### src/rtl/fpr_pkg.sv
`timescale 1ns/1ps
package fpr_pkg;

    typedef enum logic [2:0] {
        CM_ARRAY      = 3'd0,
        CM_IDENT      = 3'd1,
        CM_QUERY      = 3'd2,
        CM_PROGRAM    = 3'd3,
        CM_SECT_ERASE = 3'd4,
        CM_CHIP_ERASE = 3'd5
    } cmd_mode_e;

    typedef enum logic [2:0] {
        EV_NONE     = 3'd0,
        EV_PROGRAM  = 3'd1,
        EV_ER_START = 3'd2,
        EV_ER_RUN   = 3'd3,
        EV_SUSPEND  = 3'd4,
        EV_RESUME   = 3'd5,
        EV_DONE     = 3'd6
    } op_evt_e;

    typedef enum logic [2:0] {
        PH_IDLE   = 3'd0,
        PH_PROG   = 3'd1,
        PH_WINDOW = 3'd2,
        PH_RUN    = 3'd3,
        PH_SUSP   = 3'd4
    } phase_e;

    typedef enum logic [1:0] {
        RK_ARRAY  = 2'd0,
        RK_STATUS = 2'd1,
        RK_IDENT  = 2'd2,
        RK_QUERY  = 2'd3
    } read_kind_e;

    localparam int SB_POLL   = 7;
    localparam int SB_TOGGLE = 6;
    localparam int SB_ERACT  = 3;
    localparam int SB_ALT    = 2;

endpackage

### src/rtl/fpr_offset.sv
`timescale 1ns/1ps
module fpr_offset #(
    parameter int AW    = 12,
    parameter int BYTES = 2
) (
    input  logic [AW-1:0] addr,
    output logic [7:0]    word_off
);
    localparam int SHIFT = (BYTES == 4) ? 2 : ((BYTES == 2) ? 1 : 0);

    logic [7:0] low_byte;
    assign low_byte = addr[7:0];

    generate
        if (SHIFT == 0) begin : g_byte
            assign word_off = low_byte;
        end else begin : g_wide
            assign word_off = {{SHIFT{1'b0}}, low_byte[7:SHIFT]};
        end
    endgenerate
endmodule

### src/rtl/fpr_lookup.sv
`timescale 1ns/1ps
module fpr_lookup #(
    parameter int          DW      = 16,
    parameter int          QRY_LEN = 77,
    parameter logic [15:0] MFR_ID  = 16'h0001,
    parameter logic [15:0] DEV_ID  = 16'h227E,
    parameter logic [15:0] EXT_ID0 = 16'h2210,
    parameter logic [15:0] EXT_ID1 = 16'h00FF
) (
    input  logic [7:0]    word_off,
    input  logic [DW-1:0] arr_data,
    input  logic [7:0]    tbl_byte,
    output logic [DW-1:0] id_word,
    output logic [DW-1:0] qry_word
);
    localparam bit EXT0_VALID = (EXT_ID0[7:0] != 8'hFF);
    localparam bit EXT1_VALID = (EXT_ID1[7:0] != 8'hFF);

    always_comb begin
        case (word_off)
            8'h00:   id_word = DW'(MFR_ID);
            8'h01:   id_word = DW'(DEV_ID);
            8'h02:   id_word = '0;
            8'h0E:   id_word = EXT0_VALID ? DW'(EXT_ID0) : arr_data;
            8'h0F:   id_word = EXT1_VALID ? DW'(EXT_ID1) : arr_data;
            default: id_word = arr_data;
        endcase
    end

    always_comb begin
        if (int'(word_off) < QRY_LEN) begin
            qry_word = DW'(tbl_byte);
        end else begin
            qry_word = '0;
        end
    end
endmodule

### src/rtl/fpr_status.sv
`timescale 1ns/1ps
module fpr_status
    import fpr_pkg::*;
(
    input  logic       clk,
    input  logic       rst_n,
    input  logic [2:0] evt,
    input  logic       evt_d7,
    input  logic       flip_tgl,
    input  logic       flip_alt,
    output logic [7:0] status,
    output logic [7:0] status_nxt,
    output phase_e     phase
);
    phase_e     phase_nxt;
    logic       accept;
    logic [7:0] st_ev;
    op_evt_e    ev;

    assign ev = op_evt_e'(evt);

    // Phase state machine: legality and next phase
    always_comb begin
        accept    = 1'b0;
        phase_nxt = phase;
        unique case (ev)
            EV_PROGRAM: begin
                if (phase == PH_IDLE) begin
                    accept = 1'b1; phase_nxt = PH_PROG;
                end
            end
            EV_ER_START: begin
                if (phase == PH_IDLE || phase == PH_WINDOW) begin
                    accept = 1'b1; phase_nxt = PH_WINDOW;
                end
            end
            EV_ER_RUN: begin
                if (phase == PH_WINDOW) begin
                    accept = 1'b1; phase_nxt = PH_RUN;
                end
            end
            EV_SUSPEND: begin
                if (phase == PH_WINDOW || phase == PH_RUN) begin
                    accept = 1'b1; phase_nxt = PH_SUSP;
                end
            end
            EV_RESUME: begin
                if (phase == PH_SUSP) begin
                    accept = 1'b1; phase_nxt = PH_RUN;
                end
            end
            EV_DONE: begin
                if (phase == PH_PROG || phase == PH_RUN) begin
                    accept = 1'b1; phase_nxt = PH_IDLE;
                end
            end
            default: begin
                accept    = 1'b0;
                phase_nxt = phase;
            end
        endcase
    end

    // Status effect of an accepted event, then read toggles
    always_comb begin
        st_ev = status;
        if (accept) begin
            unique case (ev)
                EV_PROGRAM:  st_ev[SB_POLL] = ~evt_d7;
                EV_ER_START: begin
                    st_ev[SB_POLL]  = 1'b0;
                    st_ev[SB_ERACT] = 1'b0;
                end
                EV_ER_RUN:   st_ev[SB_ERACT] = 1'b1;
                EV_SUSPEND:  st_ev[SB_ERACT] = 1'b0;
                EV_RESUME: begin
                    st_ev[SB_POLL]  = 1'b0;
                    st_ev[SB_ERACT] = 1'b1;
                end
                EV_DONE: begin
                    st_ev[SB_POLL]  = ~status[SB_POLL];
                    st_ev[SB_ERACT] = 1'b0;
                end
                default: st_ev = status;
            endcase
        end
        status_nxt = st_ev;
        status_nxt[SB_TOGGLE] = st_ev[SB_TOGGLE] ^ flip_tgl;
        status_nxt[SB_ALT]    = st_ev[SB_ALT] ^ flip_alt;
    end

    always_ff @(posedge clk or negedge rst_n) begin
        if (!rst_n) begin
            phase  <= PH_IDLE;
            status <= 8'h00;
        end else begin
            phase  <= phase_nxt;
            status <= status_nxt;
        end
    end


    run_eract_chk: assert property (@(posedge clk) disable iff (!rst_n)
        (phase == PH_RUN) |-> status[SB_ERACT]);


    idle_eract_chk: assert property (@(posedge clk) disable iff (!rst_n)
        (phase != PH_RUN) |-> !status[SB_ERACT]);


    reject_stable_chk: assert property (@(posedge clk) disable iff (!rst_n)
        (ev == EV_RESUME && phase != PH_SUSP) |=> $stable(phase));


    unused_bits_chk: assert property (@(posedge clk) disable iff (!rst_n)
        $countones(status & 8'h33) == 0);
endmodule

### src/rtl/flash_rd_path.sv
`timescale 1ns/1ps
module flash_rd_path
    import fpr_pkg::*;
#(
    parameter int          AW      = 12,
    parameter int          BYTES   = 2,
    parameter int          QRY_LEN = 77,
    parameter logic [15:0] MFR_ID  = 16'h0001,
    parameter logic [15:0] DEV_ID  = 16'h227E,
    parameter logic [15:0] EXT_ID0 = 16'h2210,
    parameter logic [15:0] EXT_ID1 = 16'h00FF,
    localparam int         DW      = 8 * BYTES
) (
    input  logic          clk,
    input  logic          rst_n,
    input  logic          rd_en,
    input  logic [AW-1:0] rd_addr,
    input  logic [2:0]    cmd_mode,
    input  logic          erase_susp,
    input  logic          sect_erasing,
    input  logic [DW-1:0] arr_data,
    input  logic [7:0]    tbl_byte,
    input  logic [2:0]    evt,
    input  logic          evt_d7,
    output logic [7:0]    qry_idx,
    output logic [DW-1:0] rd_data,
    output logic          rd_valid,
    output logic [7:0]    status,
    output logic [2:0]    op_phase
);
    logic [7:0]    word_off;
    logic [DW-1:0] id_word;
    logic [DW-1:0] qry_word;
    logic [7:0]    status_nxt;
    logic          want_tgl;
    logic          want_alt;
    read_kind_e    kind;
    phase_e        phase;
    cmd_mode_e     mode;
    logic [DW-1:0] sel_word;

    assign mode = cmd_mode_e'(cmd_mode);

    fpr_offset #(.AW(AW), .BYTES(BYTES)) u_off (
        .addr     (rd_addr),
        .word_off (word_off)
    );

    fpr_lookup #(
        .DW(DW), .QRY_LEN(QRY_LEN), .MFR_ID(MFR_ID), .DEV_ID(DEV_ID),
        .EXT_ID0(EXT_ID0), .EXT_ID1(EXT_ID1)
    ) u_lut (
        .word_off (word_off),
        .arr_data (arr_data),
        .tbl_byte (tbl_byte),
        .id_word  (id_word),
        .qry_word (qry_word)
    );

    // Read source classification by mode
    always_comb begin
        kind     = RK_ARRAY;
        want_tgl = 1'b0;
        want_alt = 1'b0;
        unique case (mode)
            CM_IDENT:  kind = RK_IDENT;
            CM_QUERY:  kind = RK_QUERY;
            CM_PROGRAM: begin
                kind     = RK_STATUS;
                want_tgl = 1'b1;
            end
            CM_SECT_ERASE, CM_CHIP_ERASE: begin
                kind     = RK_STATUS;
                want_tgl = 1'b1;
                want_alt = 1'b1;
            end
            default: begin
                if (erase_susp && sect_erasing) begin
                    kind     = RK_STATUS;
                    want_alt = 1'b1;
                end
            end
        endcase
    end

    fpr_status u_st (
        .clk        (clk),
        .rst_n      (rst_n),
        .evt        (evt),
        .evt_d7     (evt_d7),
        .flip_tgl   (rd_en && want_tgl),
        .flip_alt   (rd_en && want_alt),
        .status     (status),
        .status_nxt (status_nxt),
        .phase      (phase)
    );

    always_comb begin
        unique case (kind)
            RK_STATUS: sel_word = DW'(status_nxt);
            RK_IDENT:  sel_word = id_word;
            RK_QUERY:  sel_word = qry_word;
            default:   sel_word = arr_data;
        endcase
    end

    always_ff @(posedge clk or negedge rst_n) begin
        if (!rst_n) begin
            rd_data  <= '0;
            rd_valid <= 1'b0;
        end else begin
            rd_valid <= rd_en;
            if (rd_en) begin
                rd_data <= sel_word;
            end
        end
    end

    assign qry_idx  = word_off;
    assign op_phase = phase;


    valid_follow_chk: assert property (@(posedge clk) disable iff (!rst_n)
        rd_en |=> rd_valid);


    quiet_status_chk: assert property (@(posedge clk) disable iff (!rst_n)
        (!rd_en && evt == 3'd0) |=> $stable(status));


    prog_toggle_chk: assert property (@(posedge clk) disable iff (!rst_n)
        (rd_en && cmd_mode == 3'd3 && evt == 3'd0) |=>
        (status[6] != $past(status[6])) && (status[2] == $past(status[2])));


    qry_range_chk: assert property (@(posedge clk) disable iff (!rst_n)
        (rd_en && cmd_mode == 3'd2 && int'(qry_idx) >= QRY_LEN) |=> (rd_data == '0));
endmodule

### config.mk
export PLATFORM = sky130hd
export DESIGN_NAME = flash_rd_path
export DESIGN_NICKNAME = d
export VERILOG_FILES = /design/src/rtl/fpr_pkg.sv /design/src/rtl/fpr_offset.sv /design/src/rtl/fpr_lookup.sv /design/src/rtl/fpr_status.sv /design/src/rtl/flash_rd_path.sv
export SDC_FILE = /design/constraint.sdc
export NUM_CORES = 1
export LEC_CHECK = 0
export BUFFER_PORTS_ARGS = -buffer_cell sky130_fd_sc_hd__buf_2
export CAP_MARGIN = 20
export CORE_MARGIN = 2
export CORE_UTILIZATION = 30
export DETAILED_ROUTE_END_ITERATION = 16
export GPL_TIMING_DRIVEN = 0
export PLACE_DENSITY = 0.53
export SYNTH_ARGS = -nofsm -noshare
export SYNTH_HDL_FRONTEND = slang
export SYNTH_HIERARCHICAL = 1
export SYNTH_SLANG_ARGS = --single-unit
### constraint.sdc
create_clock -name clk -period 2.2 [get_ports clk]
set_input_delay 0 -clock clk [delete_from_list [all_inputs] [get_ports clk]]
set_output_delay 0 -clock clk [all_outputs]
set_load 0.005 [all_outputs]
# After elaboration in Yosys (flattened, before gate mapping)
# Cells that the tools add are included.
totals:
  input_bits: 48
  ff_bits: 28
  wordCells: 77
classes:
  n_reduce_logical: 16
  muxes: 25
  eq_ne: 27
  order_cmp: 1
  bitwise: 4
op_table:
  columns: ["cell", "n"]
  rows:
  - ["case mux 16 bit (4 select lines)", 1]
  - ["case mux 16 bit (3 select lines)", 1]
  - ["== test 3 x 2 -> 1 bit (second input constant)", 6]
  - ["== test 3 bit (second input constant)", 6]
  - ["two-way mux 3 bit", 6]
  - ["case mux 3 bit (6 select lines)", 1]
  - ["two-way mux 8 bit", 2]
  - ["!= test 2 x 1 -> 1 bit (second input constant)", 6]
  - ["== test 3 x 1 -> 1 bit (second input constant)", 3]
  - ["two-way mux 1 bit", 9]
  - ["OR reduction 3 bit", 3]
  - ["logical NOT 8 bit", 1]
  - ["== test 7 x 1 -> 1 bit (second input constant)", 1]
  - ["== test 7 x 2 -> 1 bit (second input constant)", 1]
  - ["== test 7 x 4 -> 1 bit (second input constant)", 1]
  - ["less-than comparator 7 bit (second input constant)", 1]
  - ["AND reduction 7 bit", 1]
  - ["case mux 1 bit (6 select lines)", 1]
  - ["case mux 2 bit (3 select lines)", 1]
  - ["nonzero test 6 bit", 1]
  - ["OR reduction 2 bit", 3]
  - ["== test 2 bit (second input constant)", 2]
  - ["case mux 1 bit (2 select lines)", 2]
  - ["logical AND 1 bit", 3]
  - ["6 further kinds", 10]

# Longest topological paths before layout
depth:
  ltp_word: 7
  ltp_mapped: 9

# Cells and area by module
# Netlist, hierarchy kept.
modules_own_cells:
  columns: ["mod", "instances", "cells_per_inst", "area_each_um2", "seq_area_each_um2"]
  rows:
  - ["flash_rd_path", 1, 181, 1490.2, 425.4]
  - ["fpr_status", 1, 61, 571.8, 175.2]
  - ["fpr_lookup", 1, 62, 470.5, 0.0]
  - ["fpr_offset", 1, 9, 63.8, 0.0]

# Worst setup path before layout
# Ideal clock, no wire load.
synth_timing:
  path_type: "register -> register"
  start: "reg u_st.phase[1]"
  end: "reg rd_data[7]"
  path_stages_with_launch: 9
  slack_ns: 0.188
  synth_period_minus_slack_ns: 2.012
  setup_time_ns: 0.118
  n_path_buf: 1
  arrival_time_ns: 1.894
  path_cell_list: "dfrtp_1 -> buf_6 -> or3b_1 -> a211oi_2 -> o31a_4 -> o2111ai_1 -> nand2b_1 -> o311a_1 -> a21o_1"
synth_via:
  elab_chain_len: 6
  word_cells_on_any_way: 17
  cone_classes: "4 x eq/ne; 9 x mux; 4 x reduce/logical"
synth_rtl:
  columns: ["element", "line", "text"]
  rows:
  - ["start: declaration", "fpr_status.sv:13", "output phase_e phase"]
  - ["start signal: assignment", "fpr_status.sv:97", "phase <= phase_nxt;"]
  - ["== test 3 x 1 -> 1 bit, or another cell as far along", "fpr_status.sv:53", "if (phase == PH_PROG || phase == PH_RUN) begin"]
  - ["logical OR 1 bit, on equally long branches", "fpr_status.sv:53, fpr_status.sv:33, fpr_status.sv:43", null]
  - ["two-way mux 1 bit, on equally long branches", "fpr_status.sv:53, fpr_status.sv:33, fpr_status.sv:43", null]
  - ["case mux 1 bit (6 select lines) *", "fpr_status.sv:26", "unique case (ev)"]
  - ["two-way mux 8 bit *", "fpr_status.sv:67", "if (accept) begin"]
  - ["via status_nxt[7]", "flash_rd_path.sv:34", "logic [7:0] status_nxt;"]
  - ["case mux 16 bit (3 select lines) *", "flash_rd_path.sv:99", "unique case (kind)"]
  - ["end signal: assignment", "flash_rd_path.sv:114", "rd_data <= sel_word;"]
  - ["end: declaration", "flash_rd_path.sv:26", "output logic [DW-1:0] rd_data,"]
# The timed path passes the listed nets; every way through them passes the cells marked *.
# A chain may end at the register's enable or synchronous reset.

# Final worst setup path
# Ends and elaborated chain as after synthesis.

==> impl_summary.md <==
Worst setup path
On the worst path, the slowest cell contributes a delay of 0.40 ns. For the worst setup path, the data required time is 2.36 ns. Walking the worst path, the cells encountered are buf_6 > or3b_4 > a211oi_4 > o31a_4 > o2111ai_4 > nand2b_4 > o311a_1 > a21o_1. For flop-to-flop paths, the worst setup slack is 0.06 ns.

The worst endpoint data arrival time is 2.30 ns. Tracing the worst setup path back leads to its startpoint at u_st/phase[1]. On the critical path, the stage with the largest delay is an instance of sky130_fd_sc_hd__or3b_4. The worst reg-to-reg path cell count is 8. The number of buffer and inverter stages on the critical path is 1. The critical path runs through a total of 8 cells.

STA classifies the critical path endpoint as a register. In this run the critical register-to-register path is captured at rd_data[7]. The cell class contributing the biggest share of worst-path delay is compound AO/OA/AOI/OAI gates. The origin of the critical flop-to-flop path is u_st/phase[1]. The maximum fanout along the worst path is 8. The worst setup path is of the register to register kind. The type of origin of the critical path is a register.

The capture point of the critical path is rd_data[7].

Synth
The netlist area before placement is 2600 µm². Synthesis inferred 24 register bits. The async set or reset register ratio after synthesis is 100%. Among all flip-flop cells after synthesis, the most frequent one is sky130_fd_sc_hd__dfrtp_1.

The synthesized netlist contains 58 unique library cells. Of the synthesized area, sequential elements account for 23.1%. After synthesis, the mean cell area works out to 8.29 µm². Counting every instance in the synthesized netlist gives 313. The number of flops mapped to enable cells by yosys is 0. Yosys printed 6 warnings.

Place
The port buffer count is 64. The cell total after placement is 496. Summing all placed instances gives a cell area of 3100 µm². The half-perimeter wire length after placement is 5.79 mm. The placer congestion estimate is 0.779.

Power and ir drop
For this design the ratio of total power to cell area is 556 nW/µm². The worst-case IR drop observed on VDD is 0.174 mV. The static leakage is 1.46 nW.

Flow run
The number of max-cap violations is 0.

Routing
For this block, the initial DRC count from the detailed router was 96. The count of antenna-violating nets left after detailed routing is 0. The mean number of vias per cell is 5.14. Before antenna repair, the detailed router went through 5 iterations. Detailed routing inserted a total of 2579 vias. After detailed routing, the number of remaining DRC violations is 0.

In the final routed layout, each cell accounts on average for 15.7 µm. The detailed-route wire length is 7.90 mm.

Timing
Static timing analysis puts the maximum clock frequency at 467 MHz. Setup violations remaining at the end of the flow were counted as 0. The final worst clock skew is 0.00876 ns. For the pin with the worst max-slew slack, the measured transition is 0.606 ns. The hold violation count in the final report came to 0. Setup repair after global routing could not meet its margin everywhere. In the finished design, the share of the clock period the worst path needs comes to 97.3%.

The max-slew violation count came to 0. The shortest clock period the worst path allows after layout is 2.14 ns. Headroom to the max-slew limit came out at 59.5%.

Final layout
The relative area change from synthesis to final layout is 23.7%. The post-route netlist has 31.0% of its cells at a drive strength greater than 1. The post-layout utilization of the core is 38.7%. At the end of the flow, the number of nets in the layout was 447.

The finished cells cover 3210 µm². The count of fill cells added during filler insertion is 871. Across the whole layout, storage elements account for 601 µm². The top cell types in the final layout, fill and taps aside, are sky130_fd_sc_hd__buf_2, sky130_fd_sc_hd__buf_4, sky130_fd_sc_hd__dfrtp_1.

The number of antenna cells inserted is 0. The area taken by multi-input logic gates is 1700 µm². The library cell used most frequently in the layout, excluding fill and tap cells, is sky130_fd_sc_hd__buf_2.

The count of non-filler cells in the finished layout is 502.

Clock tree
In this run the deepest clock path goes through 2 buffers. For this design, the sink count on the clock tree is 24. The clock tree from TritonCTS is yes. Buffers inserted during clock tree synthesis total 3. The register clock-pin slew on the reported worst setup and hold paths is 0.10 ns.

The clock latency reported for the late side of the worst-skew pair is 0.27 ns. The clock root buffer is sky130_fd_sc_hd__clkbuf_8. CTS built an H-tree with a depth of 1.

Die
The number of placement rows is 33. The area enclosed by the die boundary is 9410 µm². The floorplan step set the die height to 97.0 µm. The die is 97.0 µm wide. The area of the core region is 8300 µm². The I/O pin count is 84. The starting density of the core is 31.3%.

Worst hold path
The class of the most critical hold timing path is primary input to register.

Run status
The run finished with clean final reports.

Global route
The via count of the first global-routing pass is 2533. The global route total overflow is 0. The maximum number of pins on one net before global-route repair is 25. The initial antenna violation count is 0. The global-route usage over all layers is 16.2%. The first global-routing pass estimated 12.7 mm of wire.
[flip-flops by register name, indices dropped and copies added (netlist names)]
register / count
rd_data: 16
rd_valid: 1
u_st/phase: 3
u_st/status: 4
[per-layer routing]
layer	track usage (%)	routed length (µm)	up-vias
met5	0	0	-
met4	2.82	57	0
met3	1.66	362	4
li1	-	-	1289
met1	23.7	3920	1204
met2	26.2	3550	82
[worst min-delay path, stage by stage]
cell                      delay [ns]
sky130_fd_sc_hd__buf_2          0.11
sky130_fd_sc_hd__nand2_1        0.05
sky130_fd_sc_hd__o41a_1         0.11
sky130_fd_sc_hd__o21ai_1        0.06
[through the flow]
| stage | power (mW) | setup slack, ns | hold WS, ns | TNS (ns) |
|---|---|---|---|---|
| finish | 1.79 | 0.0600 | 0.0857 | 0 |
| global route | 1.92 | -0.00742 | 0.122 | -0.00742 |
| CTS | 1.73 | 0.0137 | 0.0898 | 0 |
| detailed placement | 1.44 | 0.00630 | 0.0363 | 0 |
| global placement | 1.43 | 0.0279 | 0.0395 | 0 |
| floorplan | 1.16 | 0.188 | -0.296 | 0 |
[worst min path at each step]
stage,from,cells past startpoint,to,slack (ns)
after CTS,arr_data[0],4,rd_data[0],0.09
after global placement,rst_n,1,u_st/phase[1],0.04
after global routing,arr_data[3],4,rd_data[3],0.12
final,arr_data[0],4,rd_data[0],0.09
after floorplan,rst_n,0,rd_data[0],-0.30
after detailed placement,rst_n,1,u_st/phase[1],0.04
[layout make-up]
cell class / count / area share, %
well taps: 105 / 4.09
plain buffers: 57 / 10.8
inverters: 11 / 1.29
multi-input cells: 235 / 53.0
repair buffers: 67 / 10.8
clock buffers: 3 / 1.29
flip-flops and latches: 24 / 18.7
[cells by family (layout without fill, tap and decap cells)]
kind of cell	Yosys count	count (layout)	share of synthesized area, %
DFF	24	24	23.1
xor gates and xnor gates	4	4	1.35
other	3	17	0.434
buffers and inverters	68	138	15.0
and+or+nand+nor	117	117	28.8
muxes	2	2	0.964
AOI/OAI and AO/OA	95	95	30.4
[synth_stat cells, types with 2 or more instances]
library cell                 n  area [µm²]
sky130_fd_sc_hd__o311ai_0    2        17.5
sky130_fd_sc_hd__clkbuf_1   14        52.6
sky130_fd_sc_hd__o32ai_1     7        61.3
sky130_fd_sc_hd__o21bai_1    8        60.1
sky130_fd_sc_hd__or2_2       2        12.5
sky130_fd_sc_hd__conb_1      3        11.3
sky130_fd_sc_hd__o21ai_1     4        20.0
sky130_fd_sc_hd__nor3b_1    17         128
sky130_fd_sc_hd__a21oi_1     2        10.0
sky130_fd_sc_hd__xor2_1      3        26.3
sky130_fd_sc_hd__o311a_1     7        70.1
sky130_fd_sc_hd__a211o_1     4        35.0
sky130_fd_sc_hd__nor2b_1    10        62.6
sky130_fd_sc_hd__o31ai_1     3        22.5
sky130_fd_sc_hd__nand2_1    22        82.6
sky130_fd_sc_hd__a22oi_1     8        60.1
sky130_fd_sc_hd__buf_4      25         188
sky130_fd_sc_hd__and2_1      4        25.0
sky130_fd_sc_hd__and3_1      7        43.8
sky130_fd_sc_hd__buf_1       6        22.5
sky130_fd_sc_hd__dfrtp_1    24         601
sky130_fd_sc_hd__nor4_4      2        42.5
sky130_fd_sc_hd__inv_1      11        41.3
sky130_fd_sc_hd__a21o_1      9        67.6
sky130_fd_sc_hd__nor2_1      4        15.0
sky130_fd_sc_hd__o21a_1      6        45.0
sky130_fd_sc_hd__buf_2       8        40.0
sky130_fd_sc_hd__o21ai_0     6        30.0
sky130_fd_sc_hd__nand2b_1   22         138
sky130_fd_sc_hd__or4_4       2        22.5
sky130_fd_sc_hd__buf_6       4        45.0
sky130_fd_sc_hd__nand4bb_1   2        22.5
sky130_fd_sc_hd__o221ai_1    8        70.1
sky130_fd_sc_hd__nor3_1      9        45.0
sky130_fd_sc_hd__o41ai_1     8        70.1
sky130_fd_sc_hd__or4_1       8        60.1
[what timing repair did]
item | CTS | global route
endpoints found under the setup margin | 1 | 2
resized for setup | 1 | 7
buffers inserted | 0 | 1
hold endpoints to repair | 25 | 0
hold buffers | 2 | 0
pin swaps | 1 | 2
[report_power, final]
| part | internal [mW] | switching (mW) |
|---|---|---|
| clock | 0.123 | 0.152 |
| combinational | 0.449 | 0.428 |
| sequential | 0.543 | 0.0906 |
Power figures use the tool's default switching activity.
